$ cat config.mk
export PLATFORM = sky130hd
export DESIGN_NAME = pcu_core
export DESIGN_NICKNAME = d
export VERILOG_FILES = /design/src/rtl/pcu_pkg.sv /design/src/rtl/pcu_decode.sv /design/src/rtl/pcu_cond.sv /design/src/rtl/pcu_target.sv /design/src/rtl/pcu_core.sv
export SDC_FILE = /design/constraint.sdc
export NUM_CORES = 1
export LEC_CHECK = 0
export CAP_MARGIN = 5
export CORE_ASPECT_RATIO = 1.5
export CORE_MARGIN = 2
export CORE_UTILIZATION = 55
export DETAILED_ROUTE_END_ITERATION = 7
export DONT_BUFFER_PORTS = 1
export PLACE_DENSITY = 0.7
export SLEW_MARGIN = 20
export SYNTH_ARGS = -nofsm -noshare
export SYNTH_HDL_FRONTEND = slang
export SYNTH_SLANG_ARGS = --single-unit
$ cat constraint.sdc
create_clock -name clk -period 4.65 [get_ports clk]
set_input_delay 0.93 -clock clk [delete_from_list [all_inputs] [get_ports clk]]
set_output_delay 0.93 -clock clk [all_outputs]
set_load 0.01 [all_outputs]
$ cat src/rtl/pcu_pkg.sv
package pcu_pkg;

    typedef enum logic [1:0] {
        ST_RUN        = 2'd0,
        ST_SLOT_REDIR = 2'd1,
        ST_SLOT_FALL  = 2'd2
    } pcu_state_e;

    typedef enum logic [2:0] {
        CK_PLAIN = 3'd0,
        CK_COND  = 3'd1,
        CK_JABS  = 3'd2,
        CK_JREG  = 3'd3,
        CK_TRAP  = 3'd4
    } ctrl_kind_e;

    typedef enum logic [2:0] {
        CC_EQ  = 3'd0,
        CC_NE  = 3'd1,
        CC_LEZ = 3'd2,
        CC_GTZ = 3'd3,
        CC_LTZ = 3'd4,
        CC_GEZ = 3'd5,
        CC_ALW = 3'd6
    } cond_e;

    typedef struct packed {
        ctrl_kind_e kind;
        cond_e      cond;
        logic       link;
        logic       link_rd;
    } ctrl_dec_t;

    localparam logic [5:0] OPC_SPECIAL = 6'b000000;
    localparam logic [5:0] OPC_REGIMM  = 6'b000001;
    localparam logic [5:0] OPC_JUMP    = 6'b000010;
    localparam logic [5:0] OPC_JLINK   = 6'b000011;
    localparam logic [5:0] OPC_BEQ     = 6'b000100;
    localparam logic [5:0] OPC_BNE     = 6'b000101;
    localparam logic [5:0] OPC_BLEZ    = 6'b000110;
    localparam logic [5:0] OPC_BGTZ    = 6'b000111;

    localparam logic [5:0] FN_JREG     = 6'b001000;
    localparam logic [5:0] FN_JREGL    = 6'b001001;
    localparam logic [5:0] FN_SYSTRAP  = 6'b001100;
    localparam logic [5:0] FN_BRKTRAP  = 6'b001101;

    localparam logic [4:0] RT_LTZ      = 5'b00000;
    localparam logic [4:0] RT_GEZ      = 5'b00001;
    localparam logic [4:0] RT_LTZL     = 5'b10000;
    localparam logic [4:0] RT_GEZL     = 5'b10001;

    localparam logic [4:0] LINK_REG    = 5'd31;

endpackage

$ cat src/rtl/pcu_decode.sv
module pcu_decode
    import pcu_pkg::*;
(
    input  logic [5:0] opc,
    input  logic [4:0] rtf,
    input  logic [5:0] fn,
    output ctrl_dec_t  dec
);

    always_comb begin
        dec = '{kind: CK_PLAIN, cond: CC_ALW, link: 1'b0, link_rd: 1'b0};
        unique case (opc)
            OPC_SPECIAL: begin
                unique case (fn)
                    FN_JREG:    dec.kind = CK_JREG;
                    FN_JREGL: begin
                        dec.kind    = CK_JREG;
                        dec.link    = 1'b1;
                        dec.link_rd = 1'b1;
                    end
                    FN_SYSTRAP,
                    FN_BRKTRAP: dec.kind = CK_TRAP;
                    default:    dec.kind = CK_PLAIN;
                endcase
            end
            OPC_REGIMM: begin
                unique case (rtf)
                    RT_LTZ: begin
                        dec.kind = CK_COND;
                        dec.cond = CC_LTZ;
                    end
                    RT_GEZ: begin
                        dec.kind = CK_COND;
                        dec.cond = CC_GEZ;
                    end
                    RT_LTZL: begin
                        dec.kind = CK_COND;
                        dec.cond = CC_LTZ;
                        dec.link = 1'b1;
                    end
                    RT_GEZL: begin
                        dec.kind = CK_COND;
                        dec.cond = CC_GEZ;
                        dec.link = 1'b1;
                    end
                    default: dec.kind = CK_PLAIN;
                endcase
            end
            OPC_JUMP:  dec.kind = CK_JABS;
            OPC_JLINK: begin
                dec.kind = CK_JABS;
                dec.link = 1'b1;
            end
            OPC_BEQ: begin
                dec.kind = CK_COND;
                dec.cond = CC_EQ;
            end
            OPC_BNE: begin
                dec.kind = CK_COND;
                dec.cond = CC_NE;
            end
            OPC_BLEZ: begin
                dec.kind = CK_COND;
                dec.cond = CC_LEZ;
            end
            OPC_BGTZ: begin
                dec.kind = CK_COND;
                dec.cond = CC_GTZ;
            end
            default: dec.kind = CK_PLAIN;
        endcase
    end

endmodule

$ cat src/rtl/pcu_cond.sv
module pcu_cond
    import pcu_pkg::*;
#(
    parameter int XLEN = 32
) (
    input  cond_e            cond,
    input  logic [XLEN-1:0]  a_val,
    input  logic [XLEN-1:0]  b_val,
    output logic             hold
);

    logic neg;
    logic zero;
    logic same;

    always_comb begin
        neg  = a_val[XLEN-1];
        zero = (a_val == '0);
        same = (a_val == b_val);
    end

    always_comb begin
        unique case (cond)
            CC_EQ:   hold = same;
            CC_NE:   hold = !same;
            CC_LEZ:  hold = neg || zero;
            CC_GTZ:  hold = !neg && !zero;
            CC_LTZ:  hold = neg;
            CC_GEZ:  hold = !neg;
            default: hold = 1'b1;
        endcase
    end

endmodule

$ cat src/rtl/pcu_target.sv
module pcu_target
    import pcu_pkg::*;
#(
    parameter int XLEN = 32
) (
    input  ctrl_kind_e       kind,
    input  logic [XLEN-1:0]  pc,
    input  logic [25:0]      field,
    input  logic [XLEN-1:0]  rs_val,
    output logic [XLEN-1:0]  seq_pc,
    output logic [XLEN-1:0]  ret_pc,
    output logic [XLEN-1:0]  target
);

    localparam int OFS_W = 16;
    localparam int EXT_W = XLEN - OFS_W - 2;
    localparam int HI_W  = XLEN - 28;

    logic [XLEN-1:0] rel_off;
    logic [XLEN-1:0] rel_tgt;
    logic [XLEN-1:0] abs_tgt;

    always_comb begin
        seq_pc  = pc + XLEN'(4);
        ret_pc  = pc + XLEN'(8);
        rel_off = {{EXT_W{field[OFS_W-1]}}, field[OFS_W-1:0], 2'b00};
        rel_tgt = seq_pc + rel_off;
        abs_tgt = {seq_pc[XLEN-1 -: HI_W], field, 2'b00};
    end

    always_comb begin
        unique case (kind)
            CK_COND: target = rel_tgt;
            CK_JABS: target = abs_tgt;
            CK_JREG: target = rs_val;
            default: target = seq_pc;
        endcase
    end

endmodule

$ cat src/rtl/pcu_core.sv
module pcu_core
    import pcu_pkg::*;
#(
    parameter int          XLEN     = 32,
    parameter logic [31:0] RESET_PC = 32'h0000_0000,
    parameter logic [31:0] TRAP_VEC = 32'h0000_003C
) (
    input  logic             clk,
    input  logic             rst_n,
    input  logic             issue,
    input  logic [31:0]      instr,
    input  logic [XLEN-1:0]  rs_val,
    input  logic [XLEN-1:0]  rt_val,
    output logic [XLEN-1:0]  fetch_pc,
    output logic             slot_active,
    output logic             link_we,
    output logic [4:0]       link_dst,
    output logic [XLEN-1:0]  link_val,
    output logic             epc_we,
    output logic [XLEN-1:0]  epc_val
);

    localparam logic [XLEN-1:0] PC_INIT = XLEN'(RESET_PC);
    localparam logic [XLEN-1:0] PC_TRAP = XLEN'(TRAP_VEC);

    pcu_state_e      state_q, state_n;
    logic [XLEN-1:0] pc_q, pc_n;
    logic [XLEN-1:0] tgt_q, tgt_n;

    ctrl_dec_t       dec;
    logic            cond_hold;
    logic [XLEN-1:0] seq_pc;
    logic [XLEN-1:0] ret_pc;
    logic [XLEN-1:0] target;
    logic            is_ctrl;
    logic            is_trap;
    logic            taken;

    pcu_decode u_dec (
        .opc (instr[31:26]),
        .rtf (instr[20:16]),
        .fn  (instr[5:0]),
        .dec (dec)
    );

    pcu_cond #(.XLEN(XLEN)) u_cond (
        .cond  (dec.cond),
        .a_val (rs_val),
        .b_val (rt_val),
        .hold  (cond_hold)
    );

    pcu_target #(.XLEN(XLEN)) u_tgt (
        .kind   (dec.kind),
        .pc     (pc_q),
        .field  (instr[25:0]),
        .rs_val (rs_val),
        .seq_pc (seq_pc),
        .ret_pc (ret_pc),
        .target (target)
    );

    always_comb begin
        is_trap = (dec.kind == CK_TRAP);
        is_ctrl = (dec.kind == CK_COND) || (dec.kind == CK_JABS) ||
                  (dec.kind == CK_JREG);
        taken   = is_ctrl && ((dec.kind != CK_COND) || cond_hold);
    end

    // next-state and next-address logic
    always_comb begin
        state_n = state_q;
        pc_n    = pc_q;
        tgt_n   = tgt_q;
        if (issue) begin
            if (is_trap) begin
                state_n = ST_RUN;
                pc_n    = PC_TRAP;
            end else begin
                unique case (state_q)
                    ST_RUN: begin
                        pc_n = seq_pc;
                        if (is_ctrl) begin
                            state_n = taken ? ST_SLOT_REDIR : ST_SLOT_FALL;
                            tgt_n   = target;
                        end
                    end
                    ST_SLOT_REDIR: begin
                        state_n = ST_RUN;
                        pc_n    = tgt_q;
                    end
                    ST_SLOT_FALL: begin
                        state_n = ST_RUN;
                        pc_n    = seq_pc;
                    end
                    default: begin
                        state_n = ST_RUN;
                        pc_n    = seq_pc;
                    end
                endcase
            end
        end
    end

    // state register
    always_ff @(posedge clk) begin
        if (!rst_n) begin
            state_q <= ST_RUN;
            pc_q    <= PC_INIT;
            tgt_q   <= PC_INIT;
        end else begin
            state_q <= state_n;
            pc_q    <= pc_n;
            tgt_q   <= tgt_n;
        end
    end

    // outputs
    always_comb begin
        fetch_pc    = pc_q;
        slot_active = (state_q != ST_RUN);
        link_we     = issue && dec.link;
        link_dst    = dec.link_rd ? instr[15:11] : LINK_REG;
        link_val    = ret_pc;
        epc_we      = issue && is_trap;
        epc_val     = pc_q;
    end


    plain_step_chk: assert property (@(posedge clk) disable iff (!rst_n)
        issue && !slot_active && (dec.kind == CK_PLAIN)
        |=> fetch_pc == $past(fetch_pc) + XLEN'(4));


    idle_hold_chk: assert property (@(posedge clk) disable iff (!rst_n)
        !issue |=> $stable(fetch_pc) && $stable(slot_active));


    slot_enter_chk: assert property (@(posedge clk) disable iff (!rst_n)
        issue && !slot_active && is_ctrl
        |=> slot_active && fetch_pc == $past(fetch_pc) + XLEN'(4));


    redir_chk: assert property (@(posedge clk) disable iff (!rst_n)
        issue && (state_q == ST_SLOT_REDIR) && !epc_we
        |=> fetch_pc == $past(tgt_q));


    slot_exit_chk: assert property (@(posedge clk) disable iff (!rst_n)
        issue && slot_active |=> !slot_active);


    trap_vec_chk: assert property (@(posedge clk) disable iff (!rst_n)
        epc_we |=> fetch_pc == PC_TRAP && !slot_active);


    link_kind_chk: assert property (@(posedge clk) disable iff (!rst_n)
        link_we |-> (dec.kind == CK_COND) || (dec.kind == CK_JABS) ||
                    (dec.kind == CK_JREG));

endmodule

# After elaboration in Yosys (flattened, before gate mapping)
# Cells that the tools add are included.
[op_classes]
order_cmp = 0
n_div = 0
shift = 0
mux = 18
reduce_logical = 27
n_addsub = 3
bitwise = 1
n_mul = 0
eq_ne = 27
[ops]
columns = ["operator", "n"]
rows = [
  ["$pmux 32 s3", 1],
  ["$mux 32", 2],
  ["$add 32x3->32 const B", 1],
  ["$add 32x32->32", 1],
  ["$add 32x4->32 const B", 1],
  ["$eq 32x32->1", 1],
  ["$logic_not 32->1", 1],
  ["$eq 6x3->1 const B", 4],
  ["$eq 6x4->1 const B", 4],
  ["$pmux 3 s5", 1],
  ["$eq 3x2->1 const B", 4],
  ["$eq 6x2->1 const B", 2],
  ["$pmux 3 s4", 1],
  ["$reduce_or 2->1", 6],
  ["$eq 5x5->1 const B", 2],
  ["$mux 2", 5],
  ["$eq 3x3->1 const B", 3],
  ["$reduce_or 4->1", 2],
  ["$eq 3x1->1 const B", 2],
  ["$eq 6x1->1 const B", 1],
  ["$logic_not 6->1", 1],
  ["$pmux 1 s6", 1],
  ["$pmux 3 s2", 1],
  ["$eq 5x1->1 const B", 1],
  ["other kinds (17)", 27],
]
[totals]
mem_count = 0
wordCells = 79
ramBits = 0
romBits = 0
latchBits = 0
ff_bits = 66
in_bits = 99
out_inout_bits = 104

# Longest topological paths before layout
[depth]
ltp_word = 12
ltp_mapped = 17
depth_no_buf = 16

# By module
# Synthesis repeated with hierarchy kept, for this count alone.
[unflattened]
hier_cells = 938
hier_area_um2 = 7214.4
[by_module_without_submodules]
columns = ["module", "n_inst", "area_per_inst_um2", "seq_area_each_um2", "cells_per_inst"]
rows = [
  ["pcu_target", 1, 3514.6, 0.0, 519],
  ["pcu_core", 1, 3030.4, 1321.3, 333],
  ["pcu_cond", 1, 508.0, 0.0, 64],
  ["pcu_decode", 1, 161.4, 0.0, 22],
]

# Worst setup path after synthesis
# Ideal clock, no wire load.
[synth_timing]
kind = "register to register"
startpoint = "register pc_q[4] (netlist: epc_val[4])"
endpoint = "register tgt_q[30]"
path_stages_with_launch = 16
t_arrival_ns = 3.681
synth_period_minus_slack_ns = 3.768
setup_slack_ns = 0.882
setup_ns = 0.087
required_time_ns = 4.563
path_buffers = 1
cell_sequence = "dfxtp_1 > ha_1 > nand4_2 > nor4_2 > nand2_1 > xnor2_1 > ha_1 > clkbuf_1 > nand3_1 > a211oi_1 > o21ai_0 > a211oi_1 > o21ai_0 > o31a_1 > o32a_1 > o31ai_1"
[synth_between]
elab_chain_len = 3
[synth_rtl]
columns = ["element", "line", "rtl"]
rows = [
  ["start: declaration", "pcu_core.sv:27", "logic [XLEN-1:0] pc_q, pc_n;"],
  ["start signal: assignment", "pcu_core.sv:113", "pc_q <= pc_n;"],
  ["$add 32x3->32 *", "pcu_target.sv:24", "seq_pc = pc + XLEN'(4);"],
  ["$add 32x32->32", "pcu_target.sv:27", "rel_tgt = seq_pc + rel_off;"],
  ["$pmux 32 s3 *", "pcu_target.sv:32", "unique case (kind)"],
  ["end signal: assignment", "pcu_core.sv:114", "tgt_q <= tgt_n;"],
  ["end: declaration", "pcu_core.sv:28", "logic [XLEN-1:0] tgt_q, tgt_n;"],
]
# Every way passes the cells marked *; elsewhere a longest branch is shown, timed or not.
# A chain may end at the register's enable or synchronous reset.

# Final worst setup path
[layout_timing]
startpoint = "register pc_q[15] (netlist: epc_val[15])"
endpoint = "register tgt_q[29]"
# The elaborated chain is that of the path after synthesis.

==> reports/qor.csv <==
metric,value,unit
async_flop_share,0,%
via_per_inst,6.99,
yosysWarningCount,0,
synth-edff-count,0,
hold_end,state_q[1],
syn_inst,903,
die_w,93.5,um
grt_pass1_vias,6689,
final_common_cell,nand2_1,
worstPathRequired,4.92,ns
period_minus_slack,4.23,ns
drtIter0Drc,504,
portBuffers,0,
path_class,flip-flop to flip-flop,
fillers,1160,
drc,0,
synth_top_family_by_area,compound AO/OA/AOI/OAI gates,
ant_nets,0,
vias,7014,
grtUsageTotal,39.8,%
grt_start_max_net_pins,40,
dr.pass1.iters,5,
htreeDepth,3,
antenna_found_initial,1,
seq_power_share,39.1,%
worstHoldStart,state_q[1],
place.gp.congestion,1.02,
netlist-cell-type-count,70,
hold_viol,0,
synth_area_per_cell,7.31,sq um
rsz0062_at_grt,false,
initial_core_util,55.8,%
slew_headroom,47.0,%
skew,0.00848,ns
final.period_utilization,91.1,%
clock-sinks,66,
switching_share,28.3,%
fin_area,6800,sq um
ys_seq_area_share,20.0,%
cts_tree,built,
clkPwrFrac,46.0,%
finalSetupViolations,0,
dp_hpwl,19800,um
worst-r2r-setup-slack,0.42,ns
num_rows,49,
dieArea,12900,sq um
routed_wl,25900,um
layout_common_cells,"nand2_1 (89), xnor2_1 (85), nor2_1 (74), o21ai_0 (71), a21oi_1 (70)",
synthXorXnorAreaFrac,14.0,%
chipHeight,138,um
p_leak,0.00258,uW
max_freq,236,MHz
comb_power_share,14.9,%
ios,203,
core_area,11800,sq um
cap_violations,0,
start_kind,flip-flop,
nNetsFinal,981,
area_growth,3.03,%
cp.arrival,4.50,ns
holdCritPathClass,flip-flop to flip-flop,
hold_depth,2,
syn-num-nets,1039,
synth-simple-area-share,22.3,%
drt-wirelength-per-cell,25.7,um
ys_ff_latch,66,
drv_slew,0,
p_sw,427,uW
synth_mux_area_share,1.99,%
tightest_slew,0.794,ns
syn-cell-area,6600,sq um
r2r_start,epc_val[15],
end_kind,flip-flop,
powerDensity,222,nW/um^2
clockBufferDepth,2,
cts-root-buf,clkbuf_16,
worst_r2r_endpoint,tgt_q[29],
drive_gt1_share,7.53,%
dpl_cell_area,6500,sq um
intPower,1080,uW
cp_max_fo,9,
clk-insertion-delay-late,0.34,ns
grt_pass1_wl,39200,um
timing.setup.tns,0,ns
cts_made_buffers,9,
vdd_drop_max,0.161,mV
status,"finished, final reports clean",
synthAdderAreaFrac,7.13,%
synth_top_flop_cell,dfxtp_1,
grt_overflow_total,0,
synth_compound_area_share,25.8,%
clk_pin_slew,0.06,ns
reg2reg_depth,15,
==> final cells by class <==
cell class | instances | area, sq um | share of cell area, %
multi-input combinational | 721 | 4730 | 69.5
sequential | 66 | 1320 | 19.4
clock buffer | 11 | 233 | 3.42
tap | 153 | 191 | 2.81
timing repair buffer | 25 | 188 | 2.76
inverter | 22 | 82.6 | 1.21
clock inverter | 5 | 55.1 | 0.809
antenna | 1 | 2.50 | 0.0368
==> worst max-delay path: stages, from the launching register on <==
cell and delay, ns:
dfxtp_1 0.61, and3_1 0.30, nand3_1 0.20, nor4_1 0.40, buf_4 0.23, nand3_1 0.10, xnor2_1 0.48, ha_1 0.41
nand2_1 0.13, o21ai_0 0.13, or2_2 0.35, o22a_1 0.20, o2111ai_1 0.16, nand3_1 0.11, a21o_1 0.19, a21oi_1 0.15
==> timing repair <==
item | CTS | global route
resized for setup | 0 | 1
hold buffers | 0 | 0
endpoints found under the setup margin | 0 | 1
setup buffers | 0 | 0
==> routing by layer <==
| layer | vias to the layer above | global-route usage (%) | wire [um] |
|---|---|---|---|
| met5 | - | 0 | 0 |
| met4 | 0 | 29.7 | 2270 |
| met3 | 88 | 7.90 | 2040 |
| met2 | 410 | 66.4 | 12700 |
| met1 | 3384 | 43.7 | 8880 |
| li1 | 3132 | - | - |
==> power by group through the flow <==
stage / clock network, uW / registers, uW / logic (uW)
floorplan: 0 / 600 / 179
global placement: 0 / 603 / 217
detailed placement: 0 / 603 / 220
CTS: 694 / 591 / 221
global route: 725 / 591 / 247
finish: 694 / 591 / 225
==> Yosys cell counts (6+ instances only) <==
cell type	instances	area, sq um
nand2_1	89	334
xnor2_1	85	744
nor2_1	75	282
o21ai_0	71	355
a21oi_1	70	350
dfxtp_1	66	1320
clkbuf_1	48	180
ha_1	36	450
buf_4	35	263
nand3_1	27	135
a221oi_1	21	184
inv_1	21	78.8
nand4_1	19	119
xor2_1	19	166
nor3_1	16	80.1
nor4_1	15	93.8
mux2i_1	12	120
and2_1	11	68.8
a211oi_1	10	75.1
a21o_1	10	75.1
a22oi_1	9	67.6
o31ai_1	9	67.6
or2_2	9	56.3
and3_1	8	50.1
buf_2	8	40.0
a311oi_1	7	61.3
or3_1	7	43.8
a31oi_1	6	37.5
a32oi_1	6	52.6
==> state kept, by name, indices dropped and copies added (netlist names) <==
signal and cells:
tgt_q 32, epc_val 32, state_q 2
==> kinds of logic (layout without fill, tap and decap cells) <==
family | after synthesis | in the layout
multiplexers | 13 | 13
buffers and inverters | 116 | 63
flip-flops | 66 | 66
other | 0 | 1
AND/OR/NAND/NOR | 303 | 303
AO/OA/AOI/OAI | 263 | 263
adder cells (fa/ha/maj) | 37 | 37
XOR/XNOR | 105 | 105
==> per-stage QoR <==
step / setup slack (ns) / power [uW] / utilization (%) / cells / hold slack [ns]
2_1_floorplan: 0.882 / 780 / - / 903 / 0.459
3_3_place_gp: 0.602 / 819 / 54.9 / 987 / 0.482
3_5_place_dp: 0.495 / 823 / 54.9 / 987 / 0.493
4_1_cts: 0.472 / 1510 / 57.4 / 1003 / 0.502
5_1_grt: 0.102 / 1560 / 57.5 / 1003 / 0.521
6_report: 0.416 / 1510 / 57.5 / 1004 / 0.499
==> how the worst max path moves through the flow <==
stage / endpoint / cells past startpoint / slack, ns / start
CTS: tgt_q[29] / 14 / 0.47 / epc_val[3]
global route: tgt_q[28] / 16 / 0.10 / epc_val[3]
floorplan: tgt_q[30] / 15 / 0.88 / epc_val[4]
detailed placement: tgt_q[28] / 16 / 0.49 / epc_val[3]
global placement: tgt_q[28] / 15 / 0.60 / epc_val[7]
finish: tgt_q[29] / 15 / 0.42 / epc_val[15]
No activity file was read; power rests on OpenSTA's default activity.
